`config.mk`:
```
export PLATFORM = sky130hd
export DESIGN_NAME = odr_detect
export DESIGN_NICKNAME = d
export VERILOG_FILES = /design/src/rtl/odr_pkg.sv /design/src/rtl/odr_prescale.sv /design/src/rtl/odr_pin_detect.sv /design/src/rtl/odr_regs.sv /design/src/rtl/odr_detect.sv
export SDC_FILE = /design/constraint.sdc
export NUM_CORES = 1
export LEC_CHECK = 0
export CORE_UTILIZATION = 50
export CTS_CLUSTER_DIAMETER = 120
export DETAILED_ROUTE_END_ITERATION = 8
export PLACE_DENSITY = 0.85
export SLEW_MARGIN = 20
export SYNTH_ARGS = -nofsm -noshare
export SYNTH_HDL_FRONTEND = slang
export SYNTH_SLANG_ARGS = --single-unit
```
`constraint.sdc`:
```
create_clock -name clk -period 4.2 [get_ports clk]
set_clock_uncertainty 0.2 [all_clocks]
set_input_delay 0.63 -clock clk [delete_from_list [all_inputs] [get_ports clk]]
set_output_delay 0.63 -clock clk [all_outputs]
set_load 0.01 [all_outputs]
```
`src/rtl/odr_pkg.sv`:
```
package odr_pkg;
  localparam int REG_W = 16;

  // field positions in the control/status word
  localparam int FLAG_B_BIT = 15;
  localparam int FLAG_A_BIT = 12;
  localparam int IEN_BIT    = 8;
  localparam int MODE_B_LSB = 6;
  localparam int MODE_A_LSB = 0;

  typedef enum logic [1:0] {
    ACC_EDGE    = 2'b00,
    ACC_DIV_LO  = 2'b01,
    ACC_DIV_MID = 2'b10,
    ACC_DIV_HI  = 2'b11
  } acc_mode_e;
endpackage

```
`src/rtl/odr_prescale.sv`:
```
module odr_prescale #(
  parameter int DIV_LO  = 8,
  parameter int DIV_MID = 16,
  parameter int DIV_HI  = 128
) (
  input  logic       clk,
  input  logic       rst,
  output logic [2:0] stb
);
  localparam int CW = (DIV_HI > 1) ? $clog2(DIV_HI) : 1;
  localparam int DIVS [3] = '{DIV_LO, DIV_MID, DIV_HI};

  logic [CW-1:0] cnt_q;

  always_ff @(posedge clk) begin
    if (rst) cnt_q <= '0;
    else     cnt_q <= cnt_q + 1'b1;
  end

  // each divider must be a power of two no larger than DIV_HI
  for (genvar g = 0; g < 3; g++) begin : g_stb
    localparam logic [CW-1:0] MASK = CW'(DIVS[g] - 1);
    assign stb[g] = ((cnt_q & MASK) == MASK);
  end
endmodule

```
`src/rtl/odr_pin_detect.sv`:
```
module odr_pin_detect
  import odr_pkg::*;
#(
  parameter int SAMPLES = 16
) (
  input  logic      clk,
  input  logic      rst,
  input  logic      pin_n,
  input  acc_mode_e mode,
  input  logic [2:0] stb,
  output logic      set_evt,
  output logic      clr_ok
);
  localparam int CNT_W = $clog2(SAMPLES + 1);
  localparam logic [CNT_W-1:0] LAST = CNT_W'(SAMPLES - 1);
  localparam logic [CNT_W-1:0] FULL = CNT_W'(SAMPLES);

  logic             sync1_q, sync2_q, prev_q;
  logic [CNT_W-1:0] cnt_q;
  logic             hi_seen_q;
  logic             is_level;
  logic             stb_sel;

  assign is_level = (mode != ACC_EDGE);

  always_comb begin
    case (mode)
      ACC_DIV_LO:  stb_sel = stb[0];
      ACC_DIV_MID: stb_sel = stb[1];
      ACC_DIV_HI:  stb_sel = stb[2];
      default:     stb_sel = 1'b0;
    endcase
  end

  always_ff @(posedge clk) begin
    if (rst) begin
      sync1_q <= 1'b1;
      sync2_q <= 1'b1;
      prev_q  <= 1'b1;
    end else begin
      sync1_q <= pin_n;
      sync2_q <= sync1_q;
      prev_q  <= sync2_q;
    end
  end

  // consecutive-low sample counter, saturating at SAMPLES
  always_ff @(posedge clk) begin
    if (rst || !is_level) begin
      cnt_q <= '0;
    end else if (stb_sel) begin
      if (sync2_q)            cnt_q <= '0;
      else if (cnt_q != FULL) cnt_q <= cnt_q + 1'b1;
    end
  end

  assign set_evt = is_level ? (stb_sel && !sync2_q && (cnt_q == LAST))
                            : (prev_q && !sync2_q);

  // high level sampled since the last acceptance
  always_ff @(posedge clk) begin
    if (rst)                                hi_seen_q <= 1'b0;
    else if (set_evt)                       hi_seen_q <= 1'b0;
    else if (is_level && stb_sel && sync2_q) hi_seen_q <= 1'b1;
  end

  assign clr_ok = !is_level || hi_seen_q;
endmodule

```
`src/rtl/odr_regs.sv`:
```
module odr_regs
  import odr_pkg::*;
(
  input  logic             clk,
  input  logic             rst,
  input  logic             bus_en,
  input  logic             bus_we,
  input  logic [REG_W-1:0] bus_wdata,
  input  logic [1:0]       set_evt,
  input  logic [1:0]       clr_ok,
  output logic [1:0]       flag,
  output logic             ien,
  output acc_mode_e        mode_a,
  output acc_mode_e        mode_b,
  output logic             locked,
  output logic [REG_W-1:0] rdata,
  output logic             irq_o,
  output logic             odis_o
);
  localparam int FLAG_POS [2] = '{FLAG_A_BIT, FLAG_B_BIT};

  logic       wr, rd;
  logic [1:0] arm_q;
  logic [1:0] flag_n, arm_n;
  logic [REG_W-1:0] word;

  assign wr = bus_en && bus_we;
  assign rd = bus_en && !bus_we;

  always_comb begin
    word = '0;
    word[FLAG_B_BIT] = flag[1];
    word[FLAG_A_BIT] = flag[0];
    word[IEN_BIT]    = ien;
    word[MODE_B_LSB +: 2] = mode_b;
    word[MODE_A_LSB +: 2] = mode_a;
  end

  for (genvar i = 0; i < 2; i++) begin : g_flag
    always_comb begin
      flag_n[i] = flag[i];
      arm_n[i]  = arm_q[i];
      if (rd && flag[i]) arm_n[i] = 1'b1;
      if (wr) begin
        arm_n[i] = 1'b0;
        if (!bus_wdata[FLAG_POS[i]] && arm_q[i] && clr_ok[i]) flag_n[i] = 1'b0;
      end
      if (set_evt[i]) flag_n[i] = 1'b1;
    end
  end

  always_ff @(posedge clk) begin
    if (rst) begin
      flag   <= '0;
      arm_q  <= '0;
      ien    <= 1'b0;
      mode_a <= ACC_EDGE;
      mode_b <= ACC_EDGE;
      locked <= 1'b0;
      rdata  <= '0;
      irq_o  <= 1'b0;
      odis_o <= 1'b0;
    end else begin
      flag  <= flag_n;
      arm_q <= arm_n;
      if (wr) begin
        ien    <= bus_wdata[IEN_BIT];
        locked <= 1'b1;
        if (!locked) begin
          mode_a <= acc_mode_e'(bus_wdata[MODE_A_LSB +: 2]);
          mode_b <= acc_mode_e'(bus_wdata[MODE_B_LSB +: 2]);
        end
      end
      rdata  <= word;
      irq_o  <= ien && (|flag);
      odis_o <= |flag;
    end
  end
endmodule

```
`src/rtl/odr_detect.sv`:
```
module odr_detect
  import odr_pkg::*;
#(
  parameter int DIV_LO  = 8,
  parameter int DIV_MID = 16,
  parameter int DIV_HI  = 128,
  parameter int SAMPLES = 16
) (
  input  logic        clk,
  input  logic        rst,
  input  logic        req_a_n,
  input  logic        req_b_n,
  input  logic        bus_en,
  input  logic        bus_we,
  input  logic [15:0] bus_wdata,
  output logic [15:0] bus_rdata,
  output logic        irq_o,
  output logic        odis_req_o
);
  logic [2:0] stb;
  logic [1:0] set_evt, clr_ok, flag, pins;
  logic       ien, locked;
  acc_mode_e  mode_a, mode_b;
  acc_mode_e  modes [2];

  assign pins  = {req_b_n, req_a_n};
  assign modes[0] = mode_a;
  assign modes[1] = mode_b;

  odr_prescale #(.DIV_LO(DIV_LO), .DIV_MID(DIV_MID), .DIV_HI(DIV_HI)) u_pre (
    .clk(clk), .rst(rst), .stb(stb)
  );

  for (genvar i = 0; i < 2; i++) begin : g_pin
    odr_pin_detect #(.SAMPLES(SAMPLES)) u_det (
      .clk(clk), .rst(rst), .pin_n(pins[i]), .mode(modes[i]), .stb(stb),
      .set_evt(set_evt[i]), .clr_ok(clr_ok[i])
    );
  end

  odr_regs u_regs (
    .clk(clk), .rst(rst), .bus_en(bus_en), .bus_we(bus_we), .bus_wdata(bus_wdata),
    .set_evt(set_evt), .clr_ok(clr_ok), .flag(flag), .ien(ien),
    .mode_a(mode_a), .mode_b(mode_b), .locked(locked), .rdata(bus_rdata),
    .irq_o(irq_o), .odis_o(odis_req_o)
  );
endmodule

```
==> results of run 1 <==
[per-stage QoR]
step,power (mW),instance area (µm²),setup WS (ns),hold WS (ns),instances
after floorplan,0.486,2020,2.44,0.189,224
after global placement,0.504,2200,1.65,0.193,278
after detailed placement,0.506,2200,1.61,0.199,278
after CTS,0.826,2310,1.93,0.218,286
after global routing,0.851,2310,1.79,0.236,286
final,0.818,2310,1.93,0.216,286
[cells by family (layout without fill, tap and decap cells)]
logic type	count (synthesis)	in the layout	share of synthesized area (%)
muxes	14	14	7.04
and+or+nand+nor	79	79	20.6
adders and majority gates	8	8	5.03
xor gates and xnor gates	3	3	1.32
buffers and inverters	32	46	7.92
AOI/OAI and AO/OA	35	35	13.6
other	1	9	0.188
DFF	44	44	44.3
[worst reg2reg max path: stages, from the launching register on]
cell and delay, ns:
dfxtp_1 0.33, ha_1 0.23, ha_1 0.27, a21bo_2 0.25, a21oi_2 0.35, nand3_1 0.15
mux2i_1 0.16
[metal layers]
metal | GRT usage [%] | routed length, µm | vias to the layer above
met5 | 0 | 0 | -
met4 | 12.2 | 104 | 0
met3 | 4.58 | 136 | 7
met2 | 31.6 | 1730 | 37
met1 | 22.1 | 1640 | 730
li1 | - | - | 769
[flip-flops by register name, indices dropped and copies added, names as in the netlist]
register / cells
g_pin.u_det.cnt_q: 10
u_pre.cnt_q: 7
u_regs.rdata: 7
g_pin.u_det.hi_seen_q: 2
g_pin.u_det.prev_q: 2
g_pin.u_det.sync1_q: 2
g_pin.u_det.sync2_q: 2
u_regs.arm_q: 2
u_regs.flag: 2
u_regs.mode_a: 2
u_regs.mode_b: 2
u_regs.ien: 1
u_regs.irq_o: 1
u_regs.locked: 1
u_regs.odis_o: 1
[cell usage after synthesis, drive strengths merged]
cell type / n
dfxtp: 44
nand3: 21
nor2: 19
inv: 16
mux2i: 14
nand2: 14
a21oi: 13
buf: 13
ha: 8
a211oi: 7
nand3b: 5
or2: 5
nor2b: 4
and3: 3
clkbuf: 3
o21ai: 3
a2111o: 2
a211o: 2
a21bo: 2
a31o: 2
nand2b: 2
nor4b: 2
o22ai: 2
xor2: 2
a221oi: 1
a22oi: 1
and2: 1
and4: 1
conb: 1
nor4: 1
or3: 1
xnor2: 1
[power by group through the flow]
stage / Combinational [mW] / Sequential (mW) / Clock [mW]
floorplan: 0.0414 / 0.445 / 0
global placement: 0.0578 / 0.446 / 0
detailed placement: 0.0593 / 0.447 / 0
CTS: 0.0597 / 0.437 / 0.329
global route: 0.0661 / 0.438 / 0.346
finish: 0.0596 / 0.437 / 0.321
[worst paths after layout]
kind / start / end / slack [ns] / depth (start not counted)
setup / recovery: rst / g_pin[1].u_det.cnt_q[3] / 1.93 / 5
hold / removal: g_pin[0].u_det.sync1_q / g_pin[0].u_det.sync2_q / 0.22 / 1
setup reg to reg: u_pre.cnt_q[0] / g_pin[0].u_det.cnt_q[1] / 2.20 / 6
hold reg to reg: g_pin[0].u_det.sync1_q / g_pin[0].u_det.sync2_q / 0.22 / 1
[final cells by class]
cell class | count | area [µm²]
sequential | 44 | 881
clock inverter | 3 | 42.5
fill | 325 | 1430
timing repair buffer | 22 | 218
clock buffer | 5 | 68.8
multi-input combinational | 148 | 981
inverter | 16 | 60.1
tap | 48 | 60.1
[layout by cell type, fill, tap and decap left out, types with 2 or more instances in the layout]
master	n
a31o_2	2
nand3_2	2
and3_1	3
dfxtp_1	44
nand3b_1	5
nand2_1	14
nor2_1	19
inv_1	16
ha_1	8
clkdlybuf4s50_1	21
nand3_1	19
nand2b_1	2
mux2i_1	14
o21ai_0	3
o22ai_1	2
conb_1	9
a21oi_1	11
nor4b_1	2
xor2_1	2
a21bo_2	2
a2111o_1	2
a211oi_1	6
or2_2	5
nor2b_1	4
clkbuf_8	5
==> summary.txt, run 1 <==
CORE AREA = 0.00374 mm²
antenna violations before repair = 0
final hold vios = 0
Yosys warnings = 0
Clock Power Share = 39.3%
startpoint types = input pin
CP Capture Type = flip-flop
Post-CTS Resized = 0
htree depth = 2
worst-margin pin slew = 0.645 ns
Crit Path Category = input pin to flip-flop
n_diodes = 0
dominant cell type by area after synthesis = dfxtp_1
Reg power frac = 53.4%
CP Buf/Inv Count = 2
DRC Markers = 0
register area share after synthesis = 44.3%
Final Util = 61.7%
ordered list of cells on the worst path = clkdlybuf4s50_1 > buf_4 > a21oi_1 > nand3b_1 > mux2i_1
TritonCTS clock tree = done
via count = 1543
Post-CTS Hold Buffers = 0
largest net degree at the start of global routing = 18
Max-Cap Viols = 0
slowest CP cell = clkdlybuf4s50_1
Comb pwr share = 7.3%
clock latency on the worst-skew pair = 0.30 ns
net switching power = 0.184 mW
Peak Freq = 440 MHz
relative slew slack = 56.9%
routed length per instance = 12.6 µm
clock root cell = clkbuf_8
PortBufs = 21
I/O pins = 40
Iter 0 DRT Violations = 106
Die Span X = 65.1 µm
syn avg cell area = 9.21 µm²
aggregate global routing overflow = 0
cell leakage power = 0.874 nW
layout cell share with drive strength beyond 1 = 10.9%
first-pass GRT wire length = 6.10 mm
Tmin final = 2.27 ns
die area = 0.00423 mm²
Cell Rows = 22
P_int = 0.634 mW
synthesized area = 0.00199 mm²
Yosys top cell area share = 44.3%
worst vdd ir = 0.000173 V
die extent in y = 65.1 µm
Post-layout nets = 267
delay-heaviest family, CP = buffers and inverters
setup bufs post-CTS = 0
CP max FO = 17
starting density of the core = 53.1%
All-Layer GR Usage = 19.2%
CTS Buffer Depth = 2
Routed Antenna Nets = 0
RSZ-0062 raised after global routing = false
power per cell area = 354 mW/mm²
critical path data required time = 4.23 ns
#FFs+latches synth = 44
Synth area leaders = dfxtp_1, mux2i_1, ha_1
Post-Syn Instances = 216
setup TNS = 0 ns
status = completed
library cells used by synthesis = 39
Sw Share = 22.5%
final WL = 3.61 mm
CP peak stage delay = 0.74 ns
clock slew at reported path FFs = 0.08 ns
Final GP Congestion = 0.814
CTS Buf Count = 5
Detailed Place HPWL = 2.62 mm
first-pass iteration count of the detailed router = 4
Area Growth Syn to Fin = 16.2%
worst endpoint data arrival time = 2.30 ns
final setup fails = 0
Clock Sink Count = 44
Via density = 5.40
period utilisation layout = 54.1%
Slew Limit Fails = 0
hold crit path type = flip-flop to flip-flop
vias in the first global route = 1411
No activity file was read; power rests on OpenSTA's default activity.
==> inputs of run 2 (changes only) <==
==> constraint.sdc (replaced) <==
create_clock -name clk -period 2.1 [get_ports clk]
set_clock_uncertainty 0.2 [all_clocks]
set_input_delay 0.315 -clock clk [delete_from_list [all_inputs] [get_ports clk]]
set_output_delay 0.315 -clock clk [all_outputs]
set_load 0.01 [all_outputs]
==> summary.txt, run 2 (synthesis results as in run 1) <==
Clock Sink Count = 44 (unchanged)
largest net degree at the start of global routing = 16 (-2)
clock root cell = clkbuf_8
Final Util = 62.8% (+1.1 points)
htree depth = 2 (unchanged)
max FFs per register = 10 (unchanged)
design area = 0.00235 mm² (+1.8%)
DP Area = 0.00223 mm² (+1.4%)
first-pass iteration count of the detailed router = 4 (unchanged)
worst-margin pin slew = 0.501 ns (-0.144 ns)
routed length per instance = 12.5 µm (-1.4%)
vias in the first global route = 1486 (+5.3%)
Worst Setup SP = u_pre.cnt_q[0]
TritonCTS clock tree = done
final WL = 3.61 mm (about the same)
P_int = 1.28 mW (+100%)
Fill cells = 322 (-0.92%)
antenna violations before repair = 0 (unchanged)
worst flop-to-flop path startpoint = u_pre.cnt_q[0]
clock slew at reported path FFs = 0.08 ns (about the same)
RR Endpoint = g_pin[1].u_det.cnt_q[1]
slowest CP cell = dfxtp_1
Via density = 5.25 (-2.7%)
Peak Freq = 508 MHz
Die Span X = 65.1 µm (unchanged)
DRC Markers = 0 (unchanged)
Cell Rows = 22 (unchanged)
Comb pwr share = 7.7% (+0.4 points)
Clock Power Share = 39.4% (about the same)
RSZ-0062 raised after global routing = false
setup bufs post-CTS = 0 (unchanged)
relative slew slack = 66.3% (+9.4 points)
setup TNS = 0 ns (unchanged)
critical path data required time = 2.12 ns (-2.11 ns)
r2r worst-path depth = 5 (-1)
cell leakage power = 0.894 nW (+2.4%)
final setup fails = 0 (unchanged)
I/O pins = 40 (unchanged)
CTS Buffer Depth = 2 (unchanged)
startpoint types = flip-flop
Routed Antenna Nets = 0 (unchanged)
status = completed
n_diodes = 0 (unchanged)
PortBufs = 21 (unchanged)
CP max FO = 9 (-8)
biggest regs = g_pin.u_det.cnt_q: 10 flops, u_pre.cnt_q: 7 flops, u_regs.rdata: 7 flops
hold crit path type = flip-flop to flip-flop
period utilisation layout = 93.6%
Sw Share = 22.6% (+0.066 points)
ordered list of cells on the worst path = ha_1 > nand3_2 > a211o_1 > a22oi_2 > mux2i_1
CTS Buf Count = 5 (unchanged)
die area = 0.00423 mm² (unchanged)
layout cell share with drive strength beyond 1 = 12.4% (+1.5 points)
r2r setup slk = 0.13 ns (-2.07 ns)
most common cell after layout, fill and taps aside = dfxtp_1
first-pass GRT wire length = 6.21 mm (+1.8%)
clock latency on the worst-skew pair = 0.30 ns (about the same)
starting density of the core = 53.1% (unchanged)
power per cell area = 702 mW/mm² (+99%)
aggregate global routing overflow = 0 (unchanged)
crit path capture = g_pin[1].u_det.cnt_q[1]
worst endpoint data arrival time = 1.98 ns (-0.32 ns)
final hold vios = 0 (unchanged)
setup ws final = 0.133 ns (-1.80 ns)
Largest Register = g_pin.u_det.cnt_q
worst vdd ir = 0.000470 V (+170%)
Detailed Place HPWL = 2.64 mm (+0.51%)
pre-CTS setup slack = 0.131 ns (-1.48 ns)
most frequent cells in the layout = dfxtp_1, clkdlybuf4s50_1, nand3_1, nor2_1, inv_1
CORE AREA = 0.00374 mm² (unchanged)
Slew Limit Fails = 0 (unchanged)
Final GP Congestion = 0.825 (+1.4%)
All-Layer GR Usage = 19.3% (+0.061 points)
Tmin final = 1.97 ns
via count = 1523 (-1.3%)
CP Capture Type = flip-flop
Iter 0 DRT Violations = 43 (-59%)
Max-Cap Viols = 0 (unchanged)
Reg power frac = 52.9% (-0.5 points)
die extent in y = 65.1 µm (unchanged)
Crit Path Category = flip-flop to flip-flop
net switching power = 0.373 mW (+100%)
Fin Hold WS = 0.213 ns (-0.00279 ns)
CP peak stage delay = 0.35 ns (-0.39 ns)
Post-layout nets = 271 (+1.5%)
Area Growth Syn to Fin = 18.2%
## run 2: cell count changes in the layout (fill, tap and decap cells not counted), sizes merged
cell and delta:
buf +4, clkinv -1, inv +1
## run 2: per-stage QoR
step	power, mW	instances
2_1_floorplan	0.972	224
3_5_place_dp	1.02	282
6_report	1.65	290
4_1_cts	1.67	290
3_3_place_gp	1.01	282
5_1_grt	1.72	290
## run 2: critical path: cells and delay by family, from the launching register on
family	cells	cell delay [ns]
fa+ha+maj	1	0.20
compound gates	2	0.69
mux	1	0.27
flops	1	0.35
simple gates	1	0.19
## run 2: area by class of cell
type | instances | area (µm²) | share of cell area [%]
clock buffers | 5 | 68.8 | 2.93
clock inverters | 3 | 46.3 | 1.97
inverters | 16 | 60.1 | 2.55
multi-input cells | 148 | 988 | 42.0
flip-flops and latches | 44 | 881 | 37.4
well taps | 48 | 60.1 | 2.55
repair buffers | 26 | 248 | 10.5
## run 2: worst min-delay path by stage
stage,startpoint,to,slack (ns),depth (start not counted)
after detailed placement,g_pin[1].u_det.sync1_q,g_pin[1].u_det.sync2_q,0.20,1
after global routing,g_pin[1].u_det.sync1_q,g_pin[1].u_det.sync2_q,0.23,1
final,g_pin[1].u_det.sync1_q,g_pin[1].u_det.sync2_q,0.21,1
after CTS,g_pin[1].u_det.sync1_q,g_pin[1].u_det.sync2_q,0.22,1
after global placement,g_pin[1].u_det.sync1_q,g_pin[1].u_det.sync2_q,0.19,1
after floorplan,g_pin[0].u_det.sync1_q,g_pin[0].u_det.sync2_q,0.19,1
## run 2: power by group through the flow
stage / clock network [mW] / logic, mW / registers (mW)
finish: 0.651 / 0.127 / 0.873
global route: 0.702 / 0.140 / 0.877
CTS: 0.671 / 0.126 / 0.873
detailed placement: 0 / 0.124 / 0.893
global placement: 0 / 0.122 / 0.892
floorplan: 0 / 0.0829 / 0.889
## run 2: metal layers
layer / up-vias / global-route usage (%) / wire, µm
met5: - / 0 / 0
met4: 0 / 8.42 / 76
met3: 8 / 5.46 / 159
met2: 39 / 34.1 / 1750
met1: 700 / 21.2 / 1630
li1: 776 / - / -
## run 2: timing repair
item	in CTS	in global routing
hold buffers	0	0
gates resized for setup	0	1
endpoints found under the setup margin	0	5
